$ cat config.mk
export PLATFORM = sky130hd
export DESIGN_NAME = rxPhyBringup
export DESIGN_NICKNAME = d
export VERILOG_FILES = /design/src/rtl/rxBringupPkg.sv /design/src/rtl/rxBringupCtrl.sv /design/src/rtl/rxBringupDatapath.sv /design/src/rtl/rxPhyBringup.sv
export SDC_FILE = /design/constraint.sdc
export NUM_CORES = 1
export LEC_CHECK = 0
export ABC_AREA = 1
export BUFFER_PORTS_ARGS = -buffer_cell sky130_fd_sc_hd__clkbuf_2
export CAP_MARGIN = 20
export CORE_AREA = 5 5 88 90
export DETAILED_ROUTE_END_ITERATION = 8
export DIE_AREA = 0 0 93 95
export HOLD_SLACK_MARGIN = 0.06
export PLACE_DENSITY = 0.73
export SLEW_MARGIN = 20
export SYNTH_ARGS = -nofsm -noshare
export SYNTH_HDL_FRONTEND = slang
export SYNTH_SLANG_ARGS = --single-unit
$ cat constraint.sdc
create_clock -name clk -period 2.8 [get_ports clk]
set_input_delay 0.56 -clock clk [delete_from_list [all_inputs] [get_ports clk]]
set_output_delay 0.56 -clock clk [all_outputs]
set_load 0.005 [all_outputs]
$ cat src/rtl/rxBringupPkg.sv
`timescale 1ns/1ps
package rxBringupPkg;

  typedef enum logic [3:0] {
    S_IDLE, S_HOLD, S_CLR_HI, S_CLR_LO, S_XACT,
    S_PRE_SD, S_PRE_RST, S_SETTLE, S_READY
  } seqState_t;

  // One-cycle commands from the controller to the datapath registers
  typedef struct packed {
    logic loadCfg;
    logic stopCfg;
    logic phyHold;
    logic clrOn;
    logic clrOff;
    logic clkHi;
    logic clkLo;
    logic enHi;
    logic enLo;
    logic dinCode;
    logic dinData;
    logic sdRelease;
    logic rstRelease;
    logic hostOn;
  } seqStrobe_t;

  localparam int RANGE_ENTRIES = 39;
  localparam int RATE_MIN      = 80;
  localparam int RATE_MAX      = 1500;

  // Packed as {upper rate limit in Mbps [16:6], range code [5:0]}
  function automatic logic [16:0] rangeEntry(input int idx);
    case (idx)
      0:  rangeEntry = {11'd89,   6'b000000};
      1:  rangeEntry = {11'd99,   6'b010000};
      2:  rangeEntry = {11'd109,  6'b100000};
      3:  rangeEntry = {11'd129,  6'b000001};
      4:  rangeEntry = {11'd139,  6'b010001};
      5:  rangeEntry = {11'd149,  6'b100001};
      6:  rangeEntry = {11'd169,  6'b000010};
      7:  rangeEntry = {11'd179,  6'b010010};
      8:  rangeEntry = {11'd199,  6'b100010};
      9:  rangeEntry = {11'd219,  6'b000011};
      10: rangeEntry = {11'd239,  6'b010011};
      11: rangeEntry = {11'd249,  6'b100011};
      12: rangeEntry = {11'd269,  6'b000100};
      13: rangeEntry = {11'd299,  6'b010100};
      14: rangeEntry = {11'd329,  6'b000101};
      15: rangeEntry = {11'd359,  6'b010101};
      16: rangeEntry = {11'd399,  6'b100101};
      17: rangeEntry = {11'd449,  6'b000110};
      18: rangeEntry = {11'd499,  6'b010110};
      19: rangeEntry = {11'd549,  6'b000111};
      20: rangeEntry = {11'd599,  6'b010111};
      21: rangeEntry = {11'd649,  6'b001000};
      22: rangeEntry = {11'd699,  6'b011000};
      23: rangeEntry = {11'd749,  6'b001001};
      24: rangeEntry = {11'd799,  6'b011001};
      25: rangeEntry = {11'd849,  6'b101001};
      26: rangeEntry = {11'd899,  6'b111001};
      27: rangeEntry = {11'd949,  6'b001010};
      28: rangeEntry = {11'd999,  6'b011010};
      29: rangeEntry = {11'd1049, 6'b101010};
      30: rangeEntry = {11'd1099, 6'b111010};
      31: rangeEntry = {11'd1149, 6'b001011};
      32: rangeEntry = {11'd1199, 6'b011011};
      33: rangeEntry = {11'd1249, 6'b101011};
      34: rangeEntry = {11'd1299, 6'b111011};
      35: rangeEntry = {11'd1349, 6'b001100};
      36: rangeEntry = {11'd1399, 6'b011100};
      37: rangeEntry = {11'd1449, 6'b101100};
      default: rangeEntry = {11'd1500, 6'b111100};
    endcase
  endfunction

endpackage

$ cat src/rtl/rxBringupCtrl.sv
`timescale 1ns/1ps
module rxBringupCtrl
  import rxBringupPkg::*;
#(
  parameter int CYCLES_PER_US = 200,
  parameter int CLR_US        = 15,
  parameter int PRE_US        = 5,
  parameter int SETTLE_US     = 10
) (
  input  logic       clk,
  input  logic       rstN,
  input  logic       startCmd,
  input  logic       stopCmd,
  output seqStrobe_t strobe,
  output logic       ready
);

  localparam int CLR_CYC    = CLR_US * CYCLES_PER_US;
  localparam int PRE_CYC    = PRE_US * CYCLES_PER_US;
  localparam int SETTLE_CYC = SETTLE_US * CYCLES_PER_US;
  localparam int MAX_A      = (CLR_CYC > PRE_CYC) ? CLR_CYC : PRE_CYC;
  localparam int MAX_CYC    = (MAX_A > SETTLE_CYC) ? MAX_A : SETTLE_CYC;
  localparam int TW         = $clog2(MAX_CYC + 1);
  localparam logic [TW-1:0] CLR_LOAD    = TW'(CLR_CYC - 1);
  localparam logic [TW-1:0] PRE_LOAD    = TW'(PRE_CYC - 1);
  localparam logic [TW-1:0] SETTLE_LOAD = TW'(SETTLE_CYC - 1);

  seqState_t     state, nextState;
  logic [TW-1:0] timer, nextTimer;
  logic [2:0]    step, nextStep;
  logic          timerDone;

  assign timerDone = (timer == '0);
  assign ready     = (state == S_READY);

  always_comb begin
    nextState = state;
    nextStep  = step;
    nextTimer = timerDone ? timer : timer - 1'b1;
    strobe    = '0;
    case (state)
      S_IDLE, S_READY: if (startCmd) begin
        strobe.loadCfg = 1'b1;
        strobe.phyHold = 1'b1;
        nextState      = S_HOLD;
      end
      S_HOLD: begin
        strobe.clkHi = 1'b1;
        strobe.enLo  = 1'b1;
        strobe.clrOn = 1'b1;
        nextTimer    = CLR_LOAD;
        nextState    = S_CLR_HI;
      end
      S_CLR_HI: if (timerDone) begin
        strobe.clrOff = 1'b1;
        nextTimer     = CLR_LOAD;
        nextState     = S_CLR_LO;
      end
      S_CLR_LO: if (timerDone) begin
        nextStep  = '0;
        nextState = S_XACT;
      end
      S_XACT: begin
        nextStep = step + 1'b1;
        case (step)
          3'd0: begin strobe.clkHi = 1'b1; strobe.enLo = 1'b1; end
          3'd1: strobe.dinCode = 1'b1;
          3'd2: strobe.enHi    = 1'b1;
          3'd3: strobe.clkLo   = 1'b1;
          3'd4: strobe.enLo    = 1'b1;
          3'd5: strobe.dinData = 1'b1;
          default: begin
            strobe.clkHi = 1'b1;
            nextTimer    = PRE_LOAD;
            nextState    = S_PRE_SD;
          end
        endcase
      end
      S_PRE_SD: if (timerDone) begin
        strobe.sdRelease = 1'b1;
        nextTimer        = PRE_LOAD;
        nextState        = S_PRE_RST;
      end
      S_PRE_RST: if (timerDone) begin
        strobe.rstRelease = 1'b1;
        strobe.hostOn     = 1'b1;
        nextTimer         = SETTLE_LOAD;
        nextState         = S_SETTLE;
      end
      S_SETTLE: if (timerDone) nextState = S_READY;
      default: nextState = S_IDLE;
    endcase
    if (stopCmd) begin
      strobe         = '0;
      strobe.stopCfg = 1'b1;
      nextState      = S_IDLE;
    end
  end

  always_ff @(posedge clk or negedge rstN) begin
    if (!rstN) begin
      state <= S_IDLE;
      timer <= '0;
      step  <= '0;
    end else begin
      state <= nextState;
      timer <= nextTimer;
      step  <= nextStep;
    end
  end

  // a start arriving mid-sequence never restarts the hold phase
  p_start_ignored_r10: assert property (@(posedge clk) disable iff (!rstN)
    (!(state inside {S_IDLE, S_READY}) && startCmd) |=> (state != S_HOLD));

endmodule

$ cat src/rtl/rxBringupDatapath.sv
`timescale 1ns/1ps
module rxBringupDatapath
  import rxBringupPkg::*;
#(
  parameter int          RATE_W    = 11,
  parameter int          MAX_LANES = 4,
  parameter int          LANE_IN_W = 3,
  parameter int          LANE_W    = 2,
  parameter logic [7:0]  TEST_ADDR = 8'h44
) (
  input  logic                 clk,
  input  logic                 rstN,
  input  seqStrobe_t           strobe,
  input  logic [RATE_W-1:0]    rateIn,
  input  logic [LANE_IN_W-1:0] laneIn,
  output logic                 phyShutdownN,
  output logic                 phyResetN,
  output logic                 testClk,
  output logic                 testEn,
  output logic                 testClr,
  output logic [7:0]           testDin,
  output logic [LANE_W-1:0]    laneCfg,
  output logic                 hostRelease,
  output logic                 rateErr
);

  logic [5:0]        lutCode, codeReg;
  logic [16:0]       ent;
  logic [LANE_W-1:0] laneNext;
  logic              outOfRange;

  // Range search: scanning downward leaves the first limit >= rate
  always_comb begin
    lutCode = 6'b111100;
    ent     = '0;
    for (int i = RANGE_ENTRIES - 1; i >= 0; i--) begin
      ent = rangeEntry(i);
      if (32'(rateIn) <= 32'(ent[16:6])) lutCode = ent[5:0];
    end
  end

  assign outOfRange = (32'(rateIn) < RATE_MIN) || (32'(rateIn) > RATE_MAX);

  always_comb begin
    if (laneIn == '0)                  laneNext = '0;
    else if (32'(laneIn) > MAX_LANES)  laneNext = LANE_W'(MAX_LANES - 1);
    else                               laneNext = LANE_W'(laneIn - 1'b1);
  end

  always_ff @(posedge clk or negedge rstN) begin
    if (!rstN) begin
      laneCfg     <= '0;
      hostRelease <= 1'b0;
      codeReg     <= '0;
      rateErr     <= 1'b0;
    end else begin
      if (strobe.loadCfg) begin
        laneCfg     <= laneNext;
        hostRelease <= 1'b0;
        codeReg     <= lutCode;
        if (outOfRange) rateErr <= 1'b1;
      end
      if (strobe.stopCfg) begin
        laneCfg     <= '0;
        hostRelease <= 1'b0;
      end
      if (strobe.hostOn) hostRelease <= 1'b1;
    end
  end

  always_ff @(posedge clk or negedge rstN) begin
    if (!rstN) begin
      phyShutdownN <= 1'b0;
      phyResetN    <= 1'b0;
      testClk      <= 1'b0;
      testEn       <= 1'b0;
      testClr      <= 1'b0;
      testDin      <= '0;
    end else begin
      if (strobe.phyHold) begin
        phyShutdownN <= 1'b0;
        phyResetN    <= 1'b0;
      end
      if (strobe.sdRelease)  phyShutdownN <= 1'b1;
      if (strobe.rstRelease) phyResetN    <= 1'b1;
      if (strobe.clkHi)      testClk      <= 1'b1;
      if (strobe.clkLo)      testClk      <= 1'b0;
      if (strobe.enHi)       testEn       <= 1'b1;
      if (strobe.enLo)       testEn       <= 1'b0;
      if (strobe.clrOn)      testClr      <= 1'b1;
      if (strobe.clrOff)     testClr      <= 1'b0;
      if (strobe.dinCode)    testDin      <= TEST_ADDR;
      if (strobe.dinData)    testDin      <= {1'b0, codeReg, 1'b0};
    end
  end

  p_reset_after_shutdown_r6: assert property (@(posedge clk) disable iff (!rstN)
    $rose(phyResetN) |-> phyShutdownN);

  p_clear_exclusive_r3: assert property (@(posedge clk) disable iff (!rstN)
    testClr |-> !testEn);

  p_clear_clock_high_r3: assert property (@(posedge clk) disable iff (!rstN)
    $rose(testClr) |-> testClk);

  p_sticky_err_r8: assert property (@(posedge clk) disable iff (!rstN)
    rateErr |=> rateErr);

endmodule

$ cat src/rtl/rxPhyBringup.sv
`timescale 1ns/1ps
module rxPhyBringup
  import rxBringupPkg::*;
#(
  parameter int CYCLES_PER_US = 200,
  parameter int CLR_US        = 15,
  parameter int PRE_US        = 5,
  parameter int SETTLE_US     = 10,
  parameter int RATE_W        = 11,
  parameter int MAX_LANES     = 4,
  localparam int LANE_IN_W    = $clog2(MAX_LANES + 1),
  localparam int LANE_W       = (MAX_LANES > 1) ? $clog2(MAX_LANES) : 1
) (
  input  logic                 clk,
  input  logic                 rstN,
  input  logic                 startCmd,
  input  logic                 stopCmd,
  input  logic [RATE_W-1:0]    rateMbps,
  input  logic [LANE_IN_W-1:0] laneCount,
  output logic                 phyShutdownN,
  output logic                 phyResetN,
  output logic                 testClk,
  output logic                 testEn,
  output logic                 testClr,
  output logic [7:0]           testDin,
  output logic [LANE_W-1:0]    laneCfg,
  output logic                 hostRelease,
  output logic                 ready,
  output logic                 rateErr
);

  seqStrobe_t strobe;

  rxBringupCtrl #(
    .CYCLES_PER_US(CYCLES_PER_US), .CLR_US(CLR_US),
    .PRE_US(PRE_US), .SETTLE_US(SETTLE_US)
  ) ctrl (
    .clk(clk), .rstN(rstN), .startCmd(startCmd), .stopCmd(stopCmd),
    .strobe(strobe), .ready(ready)
  );

  rxBringupDatapath #(
    .RATE_W(RATE_W), .MAX_LANES(MAX_LANES),
    .LANE_IN_W(LANE_IN_W), .LANE_W(LANE_W), .TEST_ADDR(8'h44)
  ) dp (
    .clk(clk), .rstN(rstN), .strobe(strobe), .rateIn(rateMbps), .laneIn(laneCount),
    .phyShutdownN(phyShutdownN), .phyResetN(phyResetN), .testClk(testClk),
    .testEn(testEn), .testClr(testClr), .testDin(testDin), .laneCfg(laneCfg),
    .hostRelease(hostRelease), .rateErr(rateErr)
  );

  p_ready_lines_r7: assert property (@(posedge clk) disable iff (!rstN)
    ready |-> (phyResetN && phyShutdownN && hostRelease));

  p_stop_effect_r9: assert property (@(posedge clk) disable iff (!rstN)
    stopCmd |=> (!ready && laneCfg == '0 && !hostRelease));

endmodule

==> results of run 1 <==
## flip-flops by register name, indices dropped and copies added (netlist names), 2 cells and up
name / flops
ctrl.state: 4
ctrl.step: 3
ctrl.timer: 12
dp.codeReg: 6
dp.laneCfg: 2
dp.testDin: 6
## cells by family after synthesis
logic type | count (synthesis) | share of synthesized area, %
compound gates | 131 | 22.3
xor+xnor | 5 | 1.21
fa+ha+maj | 8 | 2.76
buf+inv | 106 | 11.7
flops | 40 | 27.6
other cells | 1 | 0.103
simple gates | 292 | 34.4
## power by group
group          internal [uW]  switching (uW)  total (uW)  leakage, uW
registers                752             142         894     0.000503
logic                    509             826        1330      0.00201
clock network            169             208         377    0.0000400
## Yosys cell counts (4+ instances only)
master / count
a211oi_1: 4
a21oi_1: 22
a311oi_1: 5
a31oi_1: 12
buf_4: 6
dfrtp_1: 40
ha_1: 8
inv_1: 85
inv_2: 7
nand2_1: 150
nand2_2: 5
nand3_1: 26
nand4_1: 7
nor2_1: 74
nor2_2: 7
nor3_1: 13
o2111ai_1: 4
o211ai_1: 5
o21ai_0: 51
o22ai_1: 5
xor2_1: 5
## through the flow
step	power, uW	cells	setup TNS (ns)	util [%]
after floorplan	1710	584	0	-
after global placement	2100	799	-0.271	66.9
after detailed placement	2170	799	-0.270	66.9
after CTS	2540	806	0	68.0
after global routing	2840	811	-0.244	71.5
final	2610	811	0	71.5
## layer usage
| metal | up-vias | track usage [%] | part of all wire, % |
|---|---|---|---|
| met1 | 2146 | 42.3 | 44 |
| met5 | - | 0 | 0 |
| met4 | 0 | 8.79 | 2.0 |
| li1 | 2219 | - | - |
| met2 | 221 | 49.1 | 45 |
| met3 | 22 | 6.53 | 8.5 |
## final timing paths
path / endpoint / cells past startpoint / slack [ns]
max: dp.codeReg[4] / 37 / 0.06
min: ctrl.state[2] / 1 / 0.28
max reg2reg: dp.codeReg[4] / 9 / 0.27
min reg2reg: dp.rateErr / 1 / 0.48
max in group asynchronous: dp.testClk / 2 / 1.93
min in group clk: dp.rateErr / 1 / 0.48
## final cells by class
type	instances	share of cell area, %
Sequential cell	40	20.0
Timing Repair Buffer	149	21.6
Inverter	95	7.64
Tap cell	82	2.05
Clock inverter	2	0.251
Clock buffer	5	1.38
Multi-Input combinational cell	438	47.0
## repair_timing
action,in CTS,in global routing
endpoints found under the setup margin,0,3
hold buffers,0,0
gates resized for setup,0,80
setup buffers,0,5
==> flow_summary_export.csv, run 1 <==
group,metric,value,unit
pwr,p_leak,0.00255,uW
sta,slew_viol_final,0,
sta,whs,0.282,ns
drt,wire_per_inst,16.7,um
drt,ant_nets,0,
cts,cts_root_buffer,"clkbuf_8",
pwr,ir_worst_vdd,412,uV
worst_hold_path,hold_class,"input port to async pin",
sta,min_period,2.74,ns
yosys,synth.top_cell.area_share,27.6,%
finish,design_area,0.00499,mm2
worst_setup_path,crit_start,"rateMbps[6]",
sta,slew-limit-headroom,56.1,%
yosys,ys_seq_area_share,27.6,%
floorplan,dieArea,0.00884,mm2
global_routing,track_usage,30.8,%
cts,clock_latency,0.30,ns
sta,hold_violations,0,
job,drv_cap,0,
cts,cts-buffers-inserted,5,
worst_setup_path,critical_path_arrival,2.92,ns
global_routing,antenna_found_initial,0,
floorplan,design.portCount,36,
yosys,ys_warn_count,0,
sta,tightest_slew,0.659,ns
global_routing,grt_pass1_wl,21400,um
worst_setup_path,slowest_stage,"nor3_2",
yosys,synth_cell_types,47,
floorplan,die_w,93,um
yosys,synth.largest_area_cell,"dfrtp_1",
finish,insertedDiodeCount,0,
drt,firstDrtPassIters,5,
floorplan,core-area,0.00698,mm2
cts,cts_tree,"built",
worst_setup_path,critical_path_class,"input port to register",
worst_setup_path,startpoint_type,"input port",
cts,htreeDepth,2,
placement,port_buffers,33,
worst_setup_path,crit_path_end_kind,"register",
worst_setup_path,crit_required,2.98,ns
yosys,synth_area,0.00363,mm2
global_routing,grt_pass1_vias,4384,
cts,clkSlewWorstSetupHoldPaths,0.08,ns
finish,final-seq-area,0.00100,mm2
yosys,ys_ff_latch,40,
status,outcome,"finished, final reports clean",
global_routing,grt_overflow_total,0,
drt,vias,4608,
sta,setup_viol,0,
floorplan,die_h,95,um
drt,drt_iter0_markers,445,
finish,fill_cells,599,
yosys,synth.avg_cell_area,6.23,um2
cts,cts_buffer_depth,2,
global_routing,grt_max_degree,26,
floorplan,initial_core_util,52.0,%
placement,postPlaceCellArea,0.00467,mm2
yosys,async_flop_share,100,%
sta,rsz0062_at_grt,"true",
sta,fin_skew,0.0108,ns
cts,clock-sinks,40,
finish,layout_commonest_cell,"nand2_1",
drt,wl,13500,um
worst_setup_path,crit_family,"simple AND/OR/NAND/NOR gates",
finish,layout-drive-gt1-share,29.2,%
yosys,synth.area.top_cells,"dfrtp_1 28%, nand2_1 16%, inv_1 8.8%",
yosys,synth_edf_count,0,
drt,viasPerCell,5.68,
worst_setup_path,crit_buf_inv,3,
placement,place.detailed.hpwl,11100,um
floorplan,num_rows,31,
worst_setup_path,cp_max_fo,5,
worst_setup_path,critPathMaxStageDelay,0.19,ns
finish,multiInputGateArea,0.00235,mm2
finish,syn_to_final_growth,37.5,%
sta,timing.fmax,365,MHz
placement,gp_congestion,1.10,
worst_setup_path,r2r_start,"ctrl.state[1]",
pwr,power_density,522,mW/mm2
sta,setup_ws,0.0573,ns
yosys,synth_flop_cell,"dfrtp_1",
yosys,syn-instance-count,583,
drt,drc_errors,0,
worst_setup_path,critPathMostFrequentCell,"nand2_1",
finish,final_cell_mix,"142 x nand2_1, 118 x buf_4, 80 x inv_1",
placement,preCtsSetupSlack,-0.270,ns
sta,period_share,98.0,%
finish,finalNetCount,755,
Note: power is estimated with default switching activity, not from simulation.
==> run 2: changes to the inputs <==
Settings changed: ABC_AREA 1 to default, CORE_AREA 5 5 88 90 to 5 5 85 87, DIE_AREA 0 0 93 95 to 0 0 90 92, PLACE_DENSITY 0.73 to 0.74, REMOVE_ABC_BUFFERS from default to 1.
==> flow_summary_export.csv, run 2 <==
group,metric,value,unit
worst_setup_path,crit_path_end_kind,"register",
worst_setup_path,cp_max_fo,11,
sta,final.setup.tns,0,ns
yosys,synth.area.top_cells,"dfrtp_1 29%, a21oi_1 5.0%, o21ai_0 4.6%",
cts,post_cts_resized,0,
yosys,synth_area,0.00340,mm2
finish,final_cell_mix,"40 x dfrtp_1, 38 x nand2_1, 34 x a21oi_1",
sta,rsz0062_at_grt,"false",
pwr,power_density,598,mW/mm2
yosys,synth_cell_types,67,
cts,cts-buffers-inserted,5,
cts,cts_tree,"built",
floorplan,die_w,90,um
floorplan,die_h,92,um
pwr,finalPower,2250,uW
finish,largest_reg_flops,12,
sta,fin_skew,0.00987,ns
placement,port_buffers,33,
sta,period_share,91.5,%
drt,wl,9820,um
yosys,ys_warn_count,0,
cts,clock-sinks,40,
placement,preCtsSetupSlack,0.274,ns
global_routing,antenna_found_initial,0,
drt,drc_errors,0,
worst_setup_path,startpoint_type,"register",
drt,firstDrtPassIters,6,
finish,finalNetCount,493,
yosys,synth.largest_area_cell,"dfrtp_1",
drt,drt_iter0_markers,354,
job,drv_cap,0,
finish,finish.utilization,60.0,%
status,outcome,"finished, final reports clean",
sta,slew_viol_final,0,
yosys,synth.avg_cell_area,7.63,um2
floorplan,dieArea,0.00828,mm2
sta,hold_violations,0,
worst_setup_path,critical_path_arrival,2.74,ns
global_routing,grt_pass1_vias,3362,
sta,setup_viol,0,
sta,setup_ws,0.238,ns
finish,syn_to_final_growth,10.7,%
worst_setup_path,crit_required,2.98,ns
yosys,synth_flop_cell,"dfrtp_1",
cts,htreeDepth,2,
cts,post_cts_buffers,0,
pwr,p_leak,0.00155,uW
yosys,synth_most_common_cell,"dfrtp_1",
yosys,async_flop_share,100,%
floorplan,core-area,0.00628,mm2
sta,timing.fmax,390,MHz
floorplan,initial_core_util,54.2,%
placement,place.detailed.hpwl,7280,um
finish,insertedDiodeCount,0,
sta,tightest_slew,0.868,ns
drt,ant_nets,0,
cts,cts_buffer_depth,2,
sta,slew-limit-headroom,42.1,%
finish,layout-drive-gt1-share,15.2,%
yosys,ys_ff_latch,40,
drt,viasPerCell,6.49,
cts,cts_root_buffer,"clkbuf_8",
global_routing,grt_pass1_wl,16100,um
floorplan,design.portCount,36,
placement,gp_congestion,0.990,
yosys,ys_seq_area_share,29.4,%
cts,clock_latency,0.30,ns
sta,min_period,2.56,ns
drt,vias,3539,
cts,hold_buffers,0,
pwr,ir_worst_vdd,329,uV
global_routing,grt_overflow_total,0,
yosys,ys_top_cells_by_count,"40 x dfrtp_1, 38 x nand2_1, 34 x a21oi_1",
yosys,syn-instance-count,446,
finish,top_register,"ctrl.timer",
floorplan,num_rows,29,
cts,clkSlewWorstSetupHoldPaths,0.09,ns
yosys,synth.top_cell.area_share,29.4,%
global_routing,track_usage,23.0,%
finish,layout_commonest_cell,"dfrtp_1",
worst_setup_path,critical_path_class,"register to register",
yosys,synth_edf_count,0,
worst_hold_path,hold_class,"input port to async pin",
drt,wire_per_inst,18.0,um
finish,reg_top3,"ctrl.timer: 12 flops, dp.codeReg: 6 flops, dp.testDin: 6 flops",
global_routing,grt_max_degree,41,
==> run 2: cell count changes after synthesis, sizes merged, moves of 9 or more <==
cell	delta
inv	-75
nand3	-20
o21ai	-22
nor2b	+13
nor3	+14
nand2	-119
a21oi	+11
clkbuf	+28
nand2b	+10
nor2	-51
or3	+14
and2	+9
==> run 2: power by group <==
group	leakage (uW)	internal, uW	switching [uW]
Sequential	0.000491	721	158
Combinational	0.00101	372	525
Clock	0.0000541	264	213
Total	0.00155	1360	896
==> run 2: kinds of logic (layout without fill, tap and decap cells) <==
logic type / after synthesis / in the layout / share of synthesized area, %
AND/OR/NAND/NOR: 179 / 179 / 27.9
other: 1 / 2 / 0.110
XOR/XNOR: 4 / 4 / 1.03
multiplexers: 4 / 4 / 1.18
buffers and inverters: 57 / 78 / 6.59
flip-flops: 40 / 40 / 29.4
AO/OA/AOI/OAI: 153 / 153 / 30.9
adder cells (fa/ha/maj): 8 / 8 / 2.94
==> run 2: cell type report <==
class,instances,area [um2]
Fill cell,579,2510
Multi-Input combinational cell,350,2180
Sequential cell,40,1000
Timing Repair Buffer,52,308
Tap cell,77,96.3
Clock buffer,5,68.8
Inverter,18,67.6
Clock inverter,3,42.5
==> run 2: worst max-delay path: stages (launching register included) <==
cell,delay [ns]
dfrtp_1,0.43
or4_4,0.57
or3_4,0.37
nor3_4,0.14
inv_2,0.14
a221oi_4,0.39
nand2_1,0.12
a32o_1,0.28
==> run 2: per-layer routing <==
layer  global-route usage (%)  part of all wire (%)  up-vias
met5                        0                     0        -
met4                     11.3                   3.7        0
met3                     2.78                   7.2       42
met2                     37.4                    47      176
met1                     30.4                    42     1622
li1                         -                     -     1699
==> run 2: final timing paths <==
check / startpoint / endpoint / slack (ns) / cells past startpoint
max: ctrl.timer[3] / ctrl.state[2] / 0.24 / 7
min: rstN / dp.testDin[1] / 0.37 / 1
max reg2reg: ctrl.timer[3] / ctrl.state[2] / 0.24 / 7
min reg2reg: dp.laneCfg[1] / dp.laneCfg[1] / 0.48 / 2
max in group asynchronous: rstN / ctrl.timer[11] / 1.89 / 1
min in group clk: dp.laneCfg[1] / dp.laneCfg[1] / 0.48 / 2
==> run 2: per-stage QoR <==
| step | std cells | hold slack [ns] | area [um2] |
|---|---|---|---|
| finish | 545 | 0.369 | 3760 |
| global route | 545 | 0.443 | 3760 |
| CTS | 545 | 0.434 | 3760 |
| detailed placement | 537 | 0.464 | 3650 |
| global placement | 537 | 0.462 | 3650 |
| floorplan | 408 | 0.264 | 3250 |
==> run 3: changes to the inputs <==
Settings changed: CTS_BUF_LIST from default to sky130_fd_sc_hd__clkbuf_4 sky130_fd_sc_hd__clkbuf_8.
Clock period 2.8 ns to 3.17 ns, I/O delays scaled along.
==> flow_summary_export.csv, run 3 (synthesis gave the netlist of run 2 again) <==
group,metric,value,unit
drt,drc_errors,0,
finish,largest_reg_flops,12,
drt,firstDrtPassIters,5,
cts,cts_buffer_depth,2,
placement,place.detailed.hpwl,6830,um
finish,layout-drive-gt1-share,13.1,%
job,drv_cap,0,
pwr,p_comb_share,39.1,%
drt,drt_iter0_markers,401,
cts,post_cts_resized,0,
sta,fin_skew,0.0149,ns
worst_setup_path,slowest_stage,"or4_4",
pwr,p_leak,0.00150,uW
cts,clock_latency,0.30,ns
sta,whs,0.457,ns
worst_setup_path,r2r_setup_slack,0.59,ns
sta,tightest_slew,0.891,ns
pwr,p_seq_share,39.2,%
status,outcome,"finished, final reports clean",
drt,wl,9590,um
pwr,internal-power,1190,uW
drt,wire_per_inst,18.0,um
worst_setup_path,startpoint_type,"register",
finish,final_cell_mix,"40 x dfrtp_1, 38 x nand2_1, 34 x a21oi_1",
floorplan,die_w,90,um
pwr,power_density,538,mW/mm2
worst_setup_path,critPathMaxStageDelay,0.58,ns
floorplan,die_h,92,um
finish,reg_top3,"ctrl.timer: 12 flops, dp.codeReg: 6 flops, dp.testDin: 6 flops",
floorplan,design.portCount,36,
global_routing,grt_pass1_wl,16200,um
drt,ant_nets,0,
drt,vias,3534,
worst_hold_path,hold_class,"input port to async pin",
pwr,p_switching,785,uW
global_routing,grt_pass1_vias,3266,
cts,cts_root_buffer,"clkbuf_8",
cts,hold_buffers,0,
worst_setup_path,path_cells,"or4_4 -> or3_4 -> nor3_4 -> inv_2 -> a221oi_4 -> nand2_1 -> a32o_1",
global_routing,track_usage,22.7,%
floorplan,core-area,0.00628,mm2
worst_setup_path,crit_path_end_kind,"register",
finish,top_register,"ctrl.timer",
finish,layout_commonest_cell,"dfrtp_1",
worst_setup_path,crit_required,3.36,ns
worst_setup_path,cp_max_fo,11,
cts,htreeDepth,2,
sta,hold_violations,0,
worst_setup_path,r2r_start,"ctrl.timer[3]",
floorplan,dieArea,0.00828,mm2
placement,port_buffers,33,
cts,clkSlewWorstSetupHoldPaths,0.09,ns
drt,viasPerCell,6.62,
sta,rsz0062_at_grt,"false",
worst_setup_path,reg2reg_to,"ctrl.state[2]",
finish,finalNetCount,482,
sta,min_period,2.58,ns
floorplan,num_rows,29,
worst_setup_path,critical_path_arrival,2.77,ns
cts,clock-sinks,40,
finish,fill_cells,589,
pwr,switching_share,39.7,%
pwr,clkPwrFrac,21.7,%
pwr,ir_worst_vdd,372,uV
sta,period_share,81.4,%
cts,post_cts_buffers,0,
sta,setup_viol,0,
sta,slew_viol_final,0,
sta,timing.fmax,388,MHz
worst_setup_path,critical_path_class,"register to register",
global_routing,grt_overflow_total,0,
cts,cts-buffers-inserted,5,
worst_setup_path,worstRegToRegCells,7,
sta,slew-limit-headroom,40.6,%
global_routing,antenna_found_initial,0,
finish,insertedDiodeCount,0,
sta,final.setup.tns,0,ns
floorplan,initial_core_util,54.2,%
finish,syn_to_final_growth,8.24,%
global_routing,grt_max_degree,41,
placement,gp_congestion,0.974,
cts,cts_tree,"built",
==> run 3: changes by cell type in the layout (fill, tap and decap cells not counted), sizes merged <==
cell / before / now
buf: 20 / 9
clkbuf: 37 / 38
clkinvlp: 1 / 0
==> run 3: cell type report <==
cell class                 instances  area (um2)  share of cell area, %
multi-input combinational        350        2180                   59.2
tap                               77        96.3                   2.62
timing repair buffer              41         225                   6.12
clock inverter                     2        35.0                  0.952
inverter                          18        67.6                   1.84
clock buffer                       6        76.3                   2.07
sequential                        40        1000                   27.2
==> run 3: critical path, delay by kind of cell (launching register included) <==
family / cells / cell delay [ns]
simple gates: 4 / 1.22
flops: 1 / 0.44
compound gates: 2 / 0.67
buf+inv: 1 / 0.14
==> run 3: worst max-delay path by stage <==
stage / startpoint / endpoint / slack, ns
after floorplan: ctrl.timer[3] / ctrl.state[2] / 0.54
after detailed placement: rateMbps[9] / dp.codeReg[4] / 0.60
after CTS: ctrl.timer[3] / ctrl.state[2] / 0.60
after global routing: ctrl.timer[3] / ctrl.state[2] / 0.46
final: ctrl.timer[3] / ctrl.state[2] / 0.59
after global placement: rateMbps[3] / dp.codeReg[4] / 0.62
==> run 3: metrics by stage <==
stage	cells	worst slack, ns	total power [uW]	cell area [um2]	utilization [%]
after floorplan	408	0.543	1270	3250	-
after global placement	526	0.616	1520	3570	56.9
after detailed placement	526	0.599	1540	3570	56.9
after CTS	534	0.599	1980	3680	58.6
after global routing	534	0.462	2120	3680	58.6
final	534	0.590	1980	3680	58.6
==> run 3: power groups by stage <==
stage	Sequential [uW]	Combinational, uW	Clock [uW]
finish	776	774	429
global route	800	864	454
detailed placement	783	759	0
global placement	777	745	0
floorplan	750	521	0
CTS	773	763	438
==> run 3: metal layers <==
metal | up-vias | wire [um] | track usage, %
met1 | 1624 | 4370 | 33.3
met2 | 206 | 4200 | 34.5
met3 | 25 | 810 | 3.36
met4 | 0 | 200 | 7.20
li1 | 1679 | - | -
met5 | - | 0 | 0
